<file path="config.mk">
export PLATFORM = sky130hd
export DESIGN_NAME = uart_rxfifo_regs
export DESIGN_NICKNAME = d
export VERILOG_FILES = /design/src/rtl/uart_rb_pkg.sv /design/src/rtl/uart_rx_fifo.sv /design/src/rtl/uart_lsr.sv /design/src/rtl/uart_rxfifo_regs.sv
export SDC_FILE = /design/constraint.sdc
export NUM_CORES = 1
export LEC_CHECK = 0
export BUFFER_PORTS_ARGS = -buffer_cell sky130_fd_sc_hd__buf_4
export CAP_MARGIN = 10
export CORE_AREA = 3 3 98 169
export DETAILED_ROUTE_END_ITERATION = 8
export DIE_AREA = 0 0 101 172
export PLACE_DENSITY = 0.78
export SYNTH_ARGS = -nofsm -noshare
export SYNTH_HDL_FRONTEND = slang
export SYNTH_SLANG_ARGS = --single-unit
</file>
<file path="constraint.sdc">
create_clock -name clk -period 3.14 [get_ports clk]
set_clock_uncertainty 0.2 [all_clocks]
set_input_delay 0.471 -clock clk [delete_from_list [all_inputs] [get_ports clk]]
set_output_delay 0.471 -clock clk [all_outputs]
set_load 0.02 [all_outputs]
</file>
<file path="src/rtl/uart_rb_pkg.sv">
package uart_rb_pkg;
   localparam logic [2:0] A_DATA = 3'd0;
   localparam logic [2:0] A_IEN  = 3'd1;
   localparam logic [2:0] A_FCTL = 3'd2;
   localparam logic [2:0] A_LCTL = 3'd3;
   localparam logic [2:0] A_MCTL = 3'd4;
   localparam logic [2:0] A_LSTS = 3'd5;
   localparam logic [2:0] A_MSTS = 3'd6;
   localparam logic [2:0] A_SCR  = 3'd7;

   localparam logic [7:0] FCTL_KEEP = 8'hC9;

   typedef struct packed {
      logic brk;
      logic frm;
      logic par;
   } rx_err_t;

   function automatic int unsigned trig_level(input logic [1:0] code);
      case (code)
         2'b00:   return 1;
         2'b01:   return 4;
         2'b10:   return 8;
         default: return 14;
      endcase
   endfunction
endpackage

</file>
<file path="src/rtl/uart_rx_fifo.sv">
module uart_rx_fifo #(
   parameter int DEPTH = 16,
   parameter int W     = 8
) (
   input  logic                       clk,
   input  logic                       rst_n,
   input  logic                       flush,
   input  logic                       push,
   input  logic [W-1:0]               din,
   input  logic                       pop,
   output logic [W-1:0]               dout,
   output logic [$clog2(DEPTH+1)-1:0] count,
   output logic                       full,
   output logic                       empty
);
   localparam int AW = (DEPTH > 1) ? $clog2(DEPTH) : 1;
   localparam int CW = $clog2(DEPTH + 1);

   generate
      if ((1 << AW) != DEPTH) begin : g_bad_depth
         initial $error("uart_rx_fifo: DEPTH must be a power of two");
      end
   endgenerate

   logic [W-1:0]  mem [DEPTH];
   logic [AW-1:0] wptr, rptr;
   logic          do_push, do_pop;

   assign full    = (count == CW'(DEPTH));
   assign empty   = (count == '0);
   assign do_pop  = pop && !empty && !flush;
   assign do_push = push && (!full || do_pop) && !flush;
   assign dout    = mem[rptr];

   always_ff @(posedge clk or negedge rst_n) begin
      if (!rst_n) begin
         wptr  <= '0;
         rptr  <= '0;
         count <= '0;
      end else if (flush) begin
         wptr  <= '0;
         rptr  <= '0;
         count <= '0;
      end else begin
         if (do_push) wptr <= wptr + 1'b1;
         if (do_pop)  rptr <= rptr + 1'b1;
         count <= count + CW'(do_push) - CW'(do_pop);
      end
   end

   always_ff @(posedge clk) begin
      if (do_push) mem[wptr] <= din;
   end

   AST_FIFO_BOUND: assert property (@(posedge clk) disable iff (!rst_n)
      count <= CW'(DEPTH));
   AST_FLUSH_EMPTIES: assert property (@(posedge clk) disable iff (!rst_n)
      flush |=> empty);
endmodule

</file>
<file path="src/rtl/uart_lsr.sv">
module uart_lsr
   import uart_rb_pkg::*;
(
   input  logic       clk,
   input  logic       rst_n,
   input  logic       accept,
   input  rx_err_t    err,
   input  logic       overrun,
   input  logic       sts_read,
   input  logic       drained,
   input  logic       nonempty,
   output logic [7:0] lsr
);
   logic ovr_q, par_q, frm_q, brk_q, ferr_q;

   always_ff @(posedge clk or negedge rst_n) begin
      if (!rst_n) begin
         ovr_q  <= 1'b0;
         par_q  <= 1'b0;
         frm_q  <= 1'b0;
         brk_q  <= 1'b0;
         ferr_q <= 1'b0;
      end else begin
         ovr_q  <= (ovr_q  && !sts_read) || overrun;
         par_q  <= (par_q  && !sts_read) || (accept && err.par);
         frm_q  <= (frm_q  && !sts_read) || (accept && err.frm);
         brk_q  <= (brk_q  && !sts_read && !drained) || (accept && err.brk);
         ferr_q <= (ferr_q && !sts_read) || (accept && (err != '0));
      end
   end

   assign lsr = {ferr_q, 1'b1, 1'b1, brk_q, frm_q, par_q, ovr_q, nonempty};

   AST_LSR_RD_CLEAR: assert property (@(posedge clk) disable iff (!rst_n)
      (sts_read && !accept && !overrun) |=> (lsr[4:1] == 4'b0 && !lsr[7]));
endmodule

</file>
<file path="src/rtl/uart_rxfifo_regs.sv">
module uart_rxfifo_regs
   import uart_rb_pkg::*;
#(
   parameter int          DEPTH     = 16,
   parameter logic [15:0] DIV_RESET = 16'h000C,
   parameter logic [4:0]  MCTL_RST  = 5'h08
) (
   input  logic        clk,
   input  logic        rst_n,
   input  logic [2:0]  bus_addr,
   input  logic        bus_wr,
   input  logic        bus_rd,
   input  logic [7:0]  bus_wdata,
   output logic [7:0]  bus_rdata,
   input  logic        rx_valid,
   input  logic [7:0]  rx_byte,
   input  logic [2:0]  rx_flags,
   output logic        tx_valid,
   output logic [7:0]  tx_byte,
   output logic [15:0] baud_div,
   output logic [3:0]  baud_pre,
   output logic        rx_trigger
);
   localparam int CW = $clog2(DEPTH + 1);

   logic [7:0]  ier_q, lcr_q, scr_q, fcr_q;
   logic [4:0]  mcr_q;
   logic        dlab;
   logic [7:0]  lsr, iir, fifo_dout;
   logic [CW-1:0] count;
   logic        full, empty;
   logic        fifo_pop, fifo_flush, fctl_wr, accept, overrun, sts_read, drained;

   assign dlab = lcr_q[7];

   assign fctl_wr    = bus_wr && bus_addr == A_FCTL && bus_wdata != fcr_q;
   assign fifo_flush = fctl_wr && (bus_wdata[1] || (bus_wdata[0] != fcr_q[0]));
   assign fifo_pop   = bus_rd && !dlab && bus_addr == A_DATA;
   assign accept     = rx_valid && (!full || (fifo_pop && !empty)) && !fifo_flush;
   assign overrun    = rx_valid && full && !fifo_pop && !fifo_flush;
   assign sts_read   = bus_rd && !dlab && bus_addr == A_LSTS;
   assign drained    = fifo_pop && count == CW'(1) && !accept;

   uart_rx_fifo #(.DEPTH(DEPTH), .W(8)) i_fifo (
      .clk(clk), .rst_n(rst_n), .flush(fifo_flush), .push(rx_valid), .din(rx_byte),
      .pop(fifo_pop), .dout(fifo_dout), .count(count), .full(full), .empty(empty)
   );

   uart_lsr i_lsr (
      .clk(clk), .rst_n(rst_n), .accept(accept), .err(rx_err_t'(rx_flags)),
      .overrun(overrun), .sts_read(sts_read), .drained(drained),
      .nonempty(!empty), .lsr(lsr)
   );

   always_ff @(posedge clk or negedge rst_n) begin
      if (!rst_n) begin
         ier_q    <= '0;
         lcr_q    <= '0;
         scr_q    <= '0;
         fcr_q    <= '0;
         mcr_q    <= MCTL_RST;
         baud_div <= DIV_RESET;
         baud_pre <= '0;
         tx_valid <= 1'b0;
         tx_byte  <= '0;
      end else begin
         tx_valid <= 1'b0;
         if (bus_wr) begin
            case (bus_addr)
               A_DATA: if (dlab) baud_div[7:0] <= bus_wdata;
                       else begin
                          tx_valid <= 1'b1;
                          tx_byte  <= bus_wdata;
                       end
               A_IEN:  if (dlab) baud_div[15:8] <= bus_wdata;
                       else ier_q <= bus_wdata;
               A_FCTL: if (fctl_wr) fcr_q <= bus_wdata & FCTL_KEEP;
               A_LCTL: lcr_q <= bus_wdata;
               A_MCTL: mcr_q <= bus_wdata[4:0];
               A_LSTS: if (dlab) baud_pre <= bus_wdata[3:0];
               A_SCR:  scr_q <= bus_wdata;
               default: ;
            endcase
         end
      end
   end

   assign iir        = {{2{fcr_q[0]}}, 6'b000001};
   assign rx_trigger = fcr_q[0] && (int'(count) >= int'(trig_level(fcr_q[7:6])));

   always_comb begin
      case (bus_addr)
         A_DATA:  bus_rdata = dlab ? baud_div[7:0] : (empty ? 8'h00 : fifo_dout);
         A_IEN:   bus_rdata = dlab ? baud_div[15:8] : ier_q;
         A_FCTL:  bus_rdata = iir;
         A_LCTL:  bus_rdata = lcr_q;
         A_MCTL:  bus_rdata = {3'b000, mcr_q};
         A_LSTS:  bus_rdata = lsr;
         A_MSTS:  bus_rdata = 8'h00;
         default: bus_rdata = scr_q;
      endcase
   end

   AST_OVR_ON_FULL: assert property (@(posedge clk) disable iff (!rst_n)
      (rx_valid && full && !bus_rd && !bus_wr) |=> lsr[1]);
   AST_TX_ON_WRITE: assert property (@(posedge clk) disable iff (!rst_n)
      (bus_wr && bus_addr == A_DATA && !dlab) |=> (tx_valid && tx_byte == $past(bus_wdata)));
   AST_DLAB_NO_TX: assert property (@(posedge clk) disable iff (!rst_n)
      (bus_wr && bus_addr == A_DATA && dlab) |=> !tx_valid);
   AST_DR_EMPTY_READ: assert property (@(posedge clk) disable iff (!rst_n)
      (fifo_pop && !lsr[0]) |-> bus_rdata == 8'h00);
endmodule

</file>
### Yosys cells after proc, flatten, opt, wreduce, memory -nomap -nowiden

Memories as Yosys holds them, arrays and structs flattened.
Cells that the tools add are included.

| cells by class | value |
|---|---|
| bitwise logic cells | 1 |
| shift operators | 0 |
| multipliers | 0 |
| magnitude comparators | 1 |
| div/mod/pow operators | 0 |
| equal/unequal tests | 13 |
| add/subtract/negate cells | 4 |
| reductions and logical operators | 59 |
| muxes and demuxes | 15 |

Operator list:

| operator | count |
|---|---|
| $pmux 8 s7 | 1 |
| $ge 6x32->1 | 1 |
| $logic_and 1x1->1 | 28 |
| $mux 8 | 3 |
| $reduce_and 3->1 | 6 |
| $mux 4 | 4 |
| $eq 3x3->1 const B | 4 |
| $pmux 4 s3 | 1 |
| $add 4x1->4 const B | 2 |
| $logic_not 1->1 | 8 |
| $logic_or 1x1->1 | 8 |
| $ne 8x8->1 | 1 |
| $eq 3x2->1 const B | 2 |
| $reduce_and 2->1 | 3 |
| $add 5x1->5 | 1 |
| $eq 5x1->1 const B | 1 |
| $eq 5x5->1 const B | 1 |
| $logic_not 5->1 | 1 |
| $mux 1 | 5 |
| $mux 5 | 1 |
| $sub 5x1->5 | 1 |
| $reduce_bool 2->1 | 2 |
| $eq 3x1->1 const B | 1 |
| $logic_not 3->1 | 1 |
| 6 further kinds | 6 |

| word-level totals | value |
|---|---|
| input port bits | 27 |
| ROM bits | 0 |
| memories | 1 |
| memory bits (writable) | 128 |
| register bits after elaboration | 80 |
| word-level logic and storage cells | 112 |
| bits in latches | 0 |
| output and inout bits | 38 |

Memory list:

| memory | depth | width | rd ports | clocked after Yosys merged registers in | write ports | line | RTL |
|---|---|---|---|---|---|---|---|
| i_fifo.mem | 16 | 8 | 1 | 0 | 1 | uart_rx_fifo.sv:25 | `logic [W-1:0] mem [DEPTH];` |

### Longest topological paths before layout

| logic depth | value |
|---|---|
| depth after elaboration | 12 |
| gate-level depth with buffers | 14 |
| mapped depth without buffers | 14 |

### Modules after synthesis

Synthesis repeated with hierarchy kept, for this count alone.

| second synthesis, totals | value |
|---|---|
| cell total of the unflattened synthesis | 622 |
| area total of the unflattened synthesis | 9220.1 µm² |

Modules (own cells, without submodules):

| module | sequential area each (µm²) | area each (µm²) | instances | cells an instance |
|---|---|---|---|---|
| uart_rx_fifo | 4169.0 | 5868.1 | 1 | 340 |
| uart_rxfifo_regs | 1530.2 | 3105.5 | 1 | 260 |
| uart_lsr | 125.1 | 246.5 | 1 | 22 |

### Least setup slack after synthesis

Ideal clock, no wire load.

| path | value |
|---|---|
| path type | input to register |
| start point | input port bus_addr[2] |
| end point | register i_fifo.count[4] |
| data required time | 2804 ps |
| stages on the path | 14 |
| library setup time | 136 ps |
| arrival | 2569 ps |
| path buffers | 2 |
| path slack | 234 ps |
| path through | buf_6 or3_1 buf_2 nor3_2 ha_1 inv_1 ha_1 inv_1 fa_1 inv_1 a21oi_1 nor2_1 or3_1 a21oi_1 |

| between the ends | value |
|---|---|
| word-level cells in the longest chain between the ends | 12 |
| elaborated cells between the ends (all ways) | 15 |
| those cells by class | add/sub (2); eq/ne (1); mux (1); reduce/logical (11) |

RTL lines:

| element | line | RTL |
|---|---|---|
| start, declared | uart_rxfifo_regs.sv:10 | `input logic [2:0] bus_addr,` |
| $eq 3x2->1 | uart_rxfifo_regs.sv:36 | `assign fctl_wr = bus_wr && bus_addr == A_FCTL && bus_wdata != fcr_q;` |
| $logic_and 1x1->1 (2 in a row) | uart_rxfifo_regs.sv:36 |  |
| $logic_and 1x1->1 | uart_rxfifo_regs.sv:37 | `assign fifo_flush = fctl_wr && (bus_wdata[1] \|\| (bus_wdata[0] != fcr_q[0]));` |
| $logic_not 1->1 | uart_rx_fifo.sv:31, uart_rx_fifo.sv:32 |  |
| $logic_and 1x1->1 | uart_rx_fifo.sv:31 | `assign do_pop = pop && !empty && !flush;` |
| $logic_or 1x1->1 | uart_rx_fifo.sv:32 | `assign do_push = push && (!full \|\| do_pop) && !flush;` |
| $logic_and 1x1->1 (2 in a row) | uart_rx_fifo.sv:32 |  |
| $add 5x1->5 | uart_rx_fifo.sv:47 | `count <= count + CW'(do_push) - CW'(do_pop);` |
| $sub 5x1->5 | uart_rx_fifo.sv:47 |  |
| $mux 5 * | uart_rx_fifo.sv:40 | `end else if (flush) begin` |
| end signal, assigned | uart_rx_fifo.sv:47 |  |
| end, declared | uart_rx_fifo.sv:12 | `output logic [$clog2(DEPTH+1)-1:0] count,` |

Mark *: on every way between the ends. The rest lies on a longest branch, timed or not.
A chain may end at the register's enable or synchronous reset.

### Worst setup path in the final report

| path | value |
|---|---|
| start point | register i_fifo.rptr[0] |
| end point | output port bus_rdata[2] |

| between the ends | value |
|---|---|
| word-level cells in the longest chain between the ends | 4 |

RTL lines:

| element | line | RTL |
|---|---|---|
| start, declared | uart_rx_fifo.sv:26 | `logic [AW-1:0] wptr, rptr;` |
| start signal, assigned | uart_rx_fifo.sv:46 | `if (do_pop) rptr <= rptr + 1'b1;` |
| $mem_v2 16x8 | - |  |
| $mux 8 (2 in a row) | uart_rxfifo_regs.sv:93 | `A_DATA: bus_rdata = dlab ? baud_div[7:0] : (empty ? 8'h00 : fifo_dout);` |
| $pmux 8 s7 | uart_rxfifo_regs.sv:92 | `case (bus_addr)` |
| end, declared | uart_rxfifo_regs.sv:14 | `output logic [7:0] bus_rdata,` |

Every way passes these cells.

==> impl_metrics.csv <==
group,metric,value,unit
cts,cts_buffers,19,
sta,final_hold_viol_count,0,
setup_path,end_kind,"output port",
synthesis,ys_types,60,
placed_design,io_buffers,64,
sta,maxSlewHeadroom,34.1,%
die,initial_core_util,58.9,%
sta,period_minus_slack,3.15,ns
synthesis,synthFlopType,"edfxtp_1",
sta,setup_violations,1,
grt,grt_overflow_total,0,
route,detail-route-antenna-nets,0,
sta,report.final.slew_viol_count,0,
cts,cts_sinks,207,
sta,setup_slack,-0.0141,ns
grt,antenna_found_initial,0,
cts,cts_tree,"yes",
cts,htree_levels,1,
setup_path,cp.arrival,2.48,ns
die,die_area,17400,um2
synthesis,netlist_area,9100,um2
route,dr.pass1.iters,5,
synthesis,syn_area_per_cell,14.8,um2
setup_path,critical_path.startpoint,"i_fifo.rptr[0]",
outcome,status,"finished, violations left",
route,vias,5619,
min_path,holdCritStartpoint,"rx_flags[2]",
cells_and_area,synthToLayoutAreaGrowth,18.0,%
setup_path,required,2.47,ns
flow_run,drv_cap,0,
die,row_count,60,
cells_and_area,final_cells,902,
cts,clockBufferDepth,3,
route,drcViolationCount,0,
setup_path,path_class,"reg2out",
placed_design,place_inst,852,
synthesis,yosys_warnings,0,
placed_design,hpwlAfterDp,15000,um
sta,rsz0062_at_grt,"yes",
synthesis,syn_inst,614,
pwr,power_density,783,nW/um2
die,die_h,172,um
cts,clock_latency,0.48,ns
synthesis,syn_nets,657,
route,wire_per_inst,24.4,um
route,vias_per_cell,6.23,
synthesis,yosysSeqAreaShare,64.0,%
outcome,violations,"negative setup slack",
min_path,hold_class,"in2reg",
route,drt_iter0_markers,281,
cells_and_area,final_layout_size_suffix_gt1_share,33.2,%
placed_design,gp_congestion,0.923,
sta,worstMarginPinSlew,0.989,ns
grt,grt_pass1_vias,5910,
synthesis,synthArstFlopShare,38.2,%
synthesis,ys_seq_elements,207,
synthesis,synth_edf_count,128,
die,pin_count,65,
cts,ctsRootBufferMaster,"clkbuf_16",
pwr,total_power,8.41,mW
sta,final.period_utilization,100,%
grt,grt_max_degree,80,
grt,grt_pass1_wl,33300,um
die,core_area,15500,um2
cells_and_area,fillers,1038,
grt,track_usage,25.5,%
setup_path,crit_path_max_fanout,6,
route,drt-total-wl,22000,um
cts,clk_pin_slew_worst_paths,0.06,ns
cells_and_area,diodes,0,
setup_path,r2r-start,"i_fifo.count[3]",
sta,max_freq,317,MHz
die,die_w,101,um
pwr,irDropWorstVdd,0.514,mV
setup_path,cp-start-kind,"flip-flop",
pwr,p_leak,4.11,nW
cells_and_area,fin_nets,747,
worst paths after layout:
kind                                   end  slack, ns  depth (start not counted)
setup / recovery              bus_rdata[2]      -0.01                          7
max in group asynchronous   i_fifo.rptr[1]       1.57                          2
setup reg to reg           i_fifo.count[4]       0.32                         15
hold reg to reg                 tx_byte[6]       0.28                          2
hold / removal                 i_lsr.brk_q       0.03                          2
min in group asynchronous         fcr_q[7]       0.48                          2
worst max-delay path, cell delays in order (launching register included):
cell       delay, ns
dfrtp_2         0.45
buf_12          0.17
mux4_2          0.55
mux2_4          0.31
nand2_2         0.10
o2111ai_2       0.11
o2111a_1        0.17
buf_6           0.13
power breakdown:
part	leakage [nW]	internal (mW)	total (mW)	switching, mW
logic	1.74	1.26	2.60	1.35
registers	2.11	3.36	3.67	0.316
clock network	0.262	1.20	2.14	0.939
cells in the mapped netlist, drive strengths merged (6+ instances only):
master    n  area, um2
and2     18        113
clkbuf   11       41.3
inv      16       60.1
a22o      6       52.6
nor2b     9       56.3
nand2    36        135
nor3      8       50.1
a21oi    12       60.1
a22oi    15        113
nand3    18       90.1
a32oi     8       70.1
dfrtp    76       1900
edfxtp  128       3840
o21ai    20        100
mux2i    26        260
mux2     57        642
ha       15        188
buf      18        100
nor2     28        108
a21o      7       52.6
mux4     22        495
repair_timing:
item / in CTS / in global routing
buffers inserted: 9 / 5
endpoints found under the hold margin: 62 / 0
endpoints found under the setup margin: 8 / 8
pin swaps: 5 / 10
hold buffers: 1 / 0
gates resized for setup: 15 / 20
cloned: 3 / 1
state kept, by name, summed over array words and instances (netlist names), 3 cells and up:
signal	count
baud_div	16
baud_pre	4
fcr_q	3
i_fifo.count	5
i_fifo.mem	128
i_fifo.rptr	4
i_fifo.wptr	4
ier_q	8
lcr_q	8
mcr_q	5
scr_q	8
tx_byte	8
per-stage QoR:
step | hold slack [ns] | setup TNS, ns | setup slack [ns] | area (um2) | utilization [%]
finish | 0.0267 | -0.0141 | -0.0141 | 10700 | 69.5
global route | 0.0332 | -0.118 | -0.0439 | 10700 | 69.5
CTS | 0.0159 | 0 | 0.00112 | 10600 | 68.8
detailed placement | 0.275 | 0 | 0.109 | 9830 | 63.6
global placement | 0.260 | 0 | 0.151 | 9830 | 63.6
floorplan | -0.0246 | 0 | 0.234 | 9100 | -
kinds of logic after synthesis:
logic type,after synthesis,synth area share (%)
flops,207,64.0
buf+inv,47,2.31
fa+ha+maj,16,2.28
mux,105,15.4
xor+xnor,9,0.866
simple gates,140,8.22
compound gates,90,7.00
layout make-up:
type / count / area (um2) / area share, %
multi-input combinational: 360 / 3180 / 29.6
sequential: 207 / 5830 / 54.2
timing repair buffer: 98 / 873 / 8.13
tap: 186 / 233 / 2.17
clock buffer: 24 / 494 / 4.60
clock inverter: 9 / 70.1 / 0.652
inverter: 18 / 68.8 / 0.641
routing by layer:
layer	global-route usage [%]	wire [um]	vias up
met5	0	0	-
met4	11.5	890	0
li1	-	-	2499
met2	48.6	12300	208
met3	3.07	1060	49
met1	27.8	7740	2863
cell usage in the layout (no fill, tap or decap), types with 4 or more instances in the layout:
cell type,n
o22a_1,5
xnor2_1,5
a22oi_1,12
ha_1,14
nand2_1,33
nand3_2,4
a21oi_1,12
and2_1,18
a32oi_1,7
nor2_1,26
a22o_1,6
o21ai_0,20
edfxtp_1,128
inv_1,14
mux2i_1,26
nor2b_1,7
buf_4,84
xor2_1,4
nand2b_1,5
buf_6,6
nor3_1,6
clkbuf_16,20
mux2_2,55
a21o_1,7
buf_12,4
mux4_2,22
clkinvlp_2,4
nand3_1,14
dfrtp_1,74
clkbuf_1,5
Power figures use the tool's default switching activity.
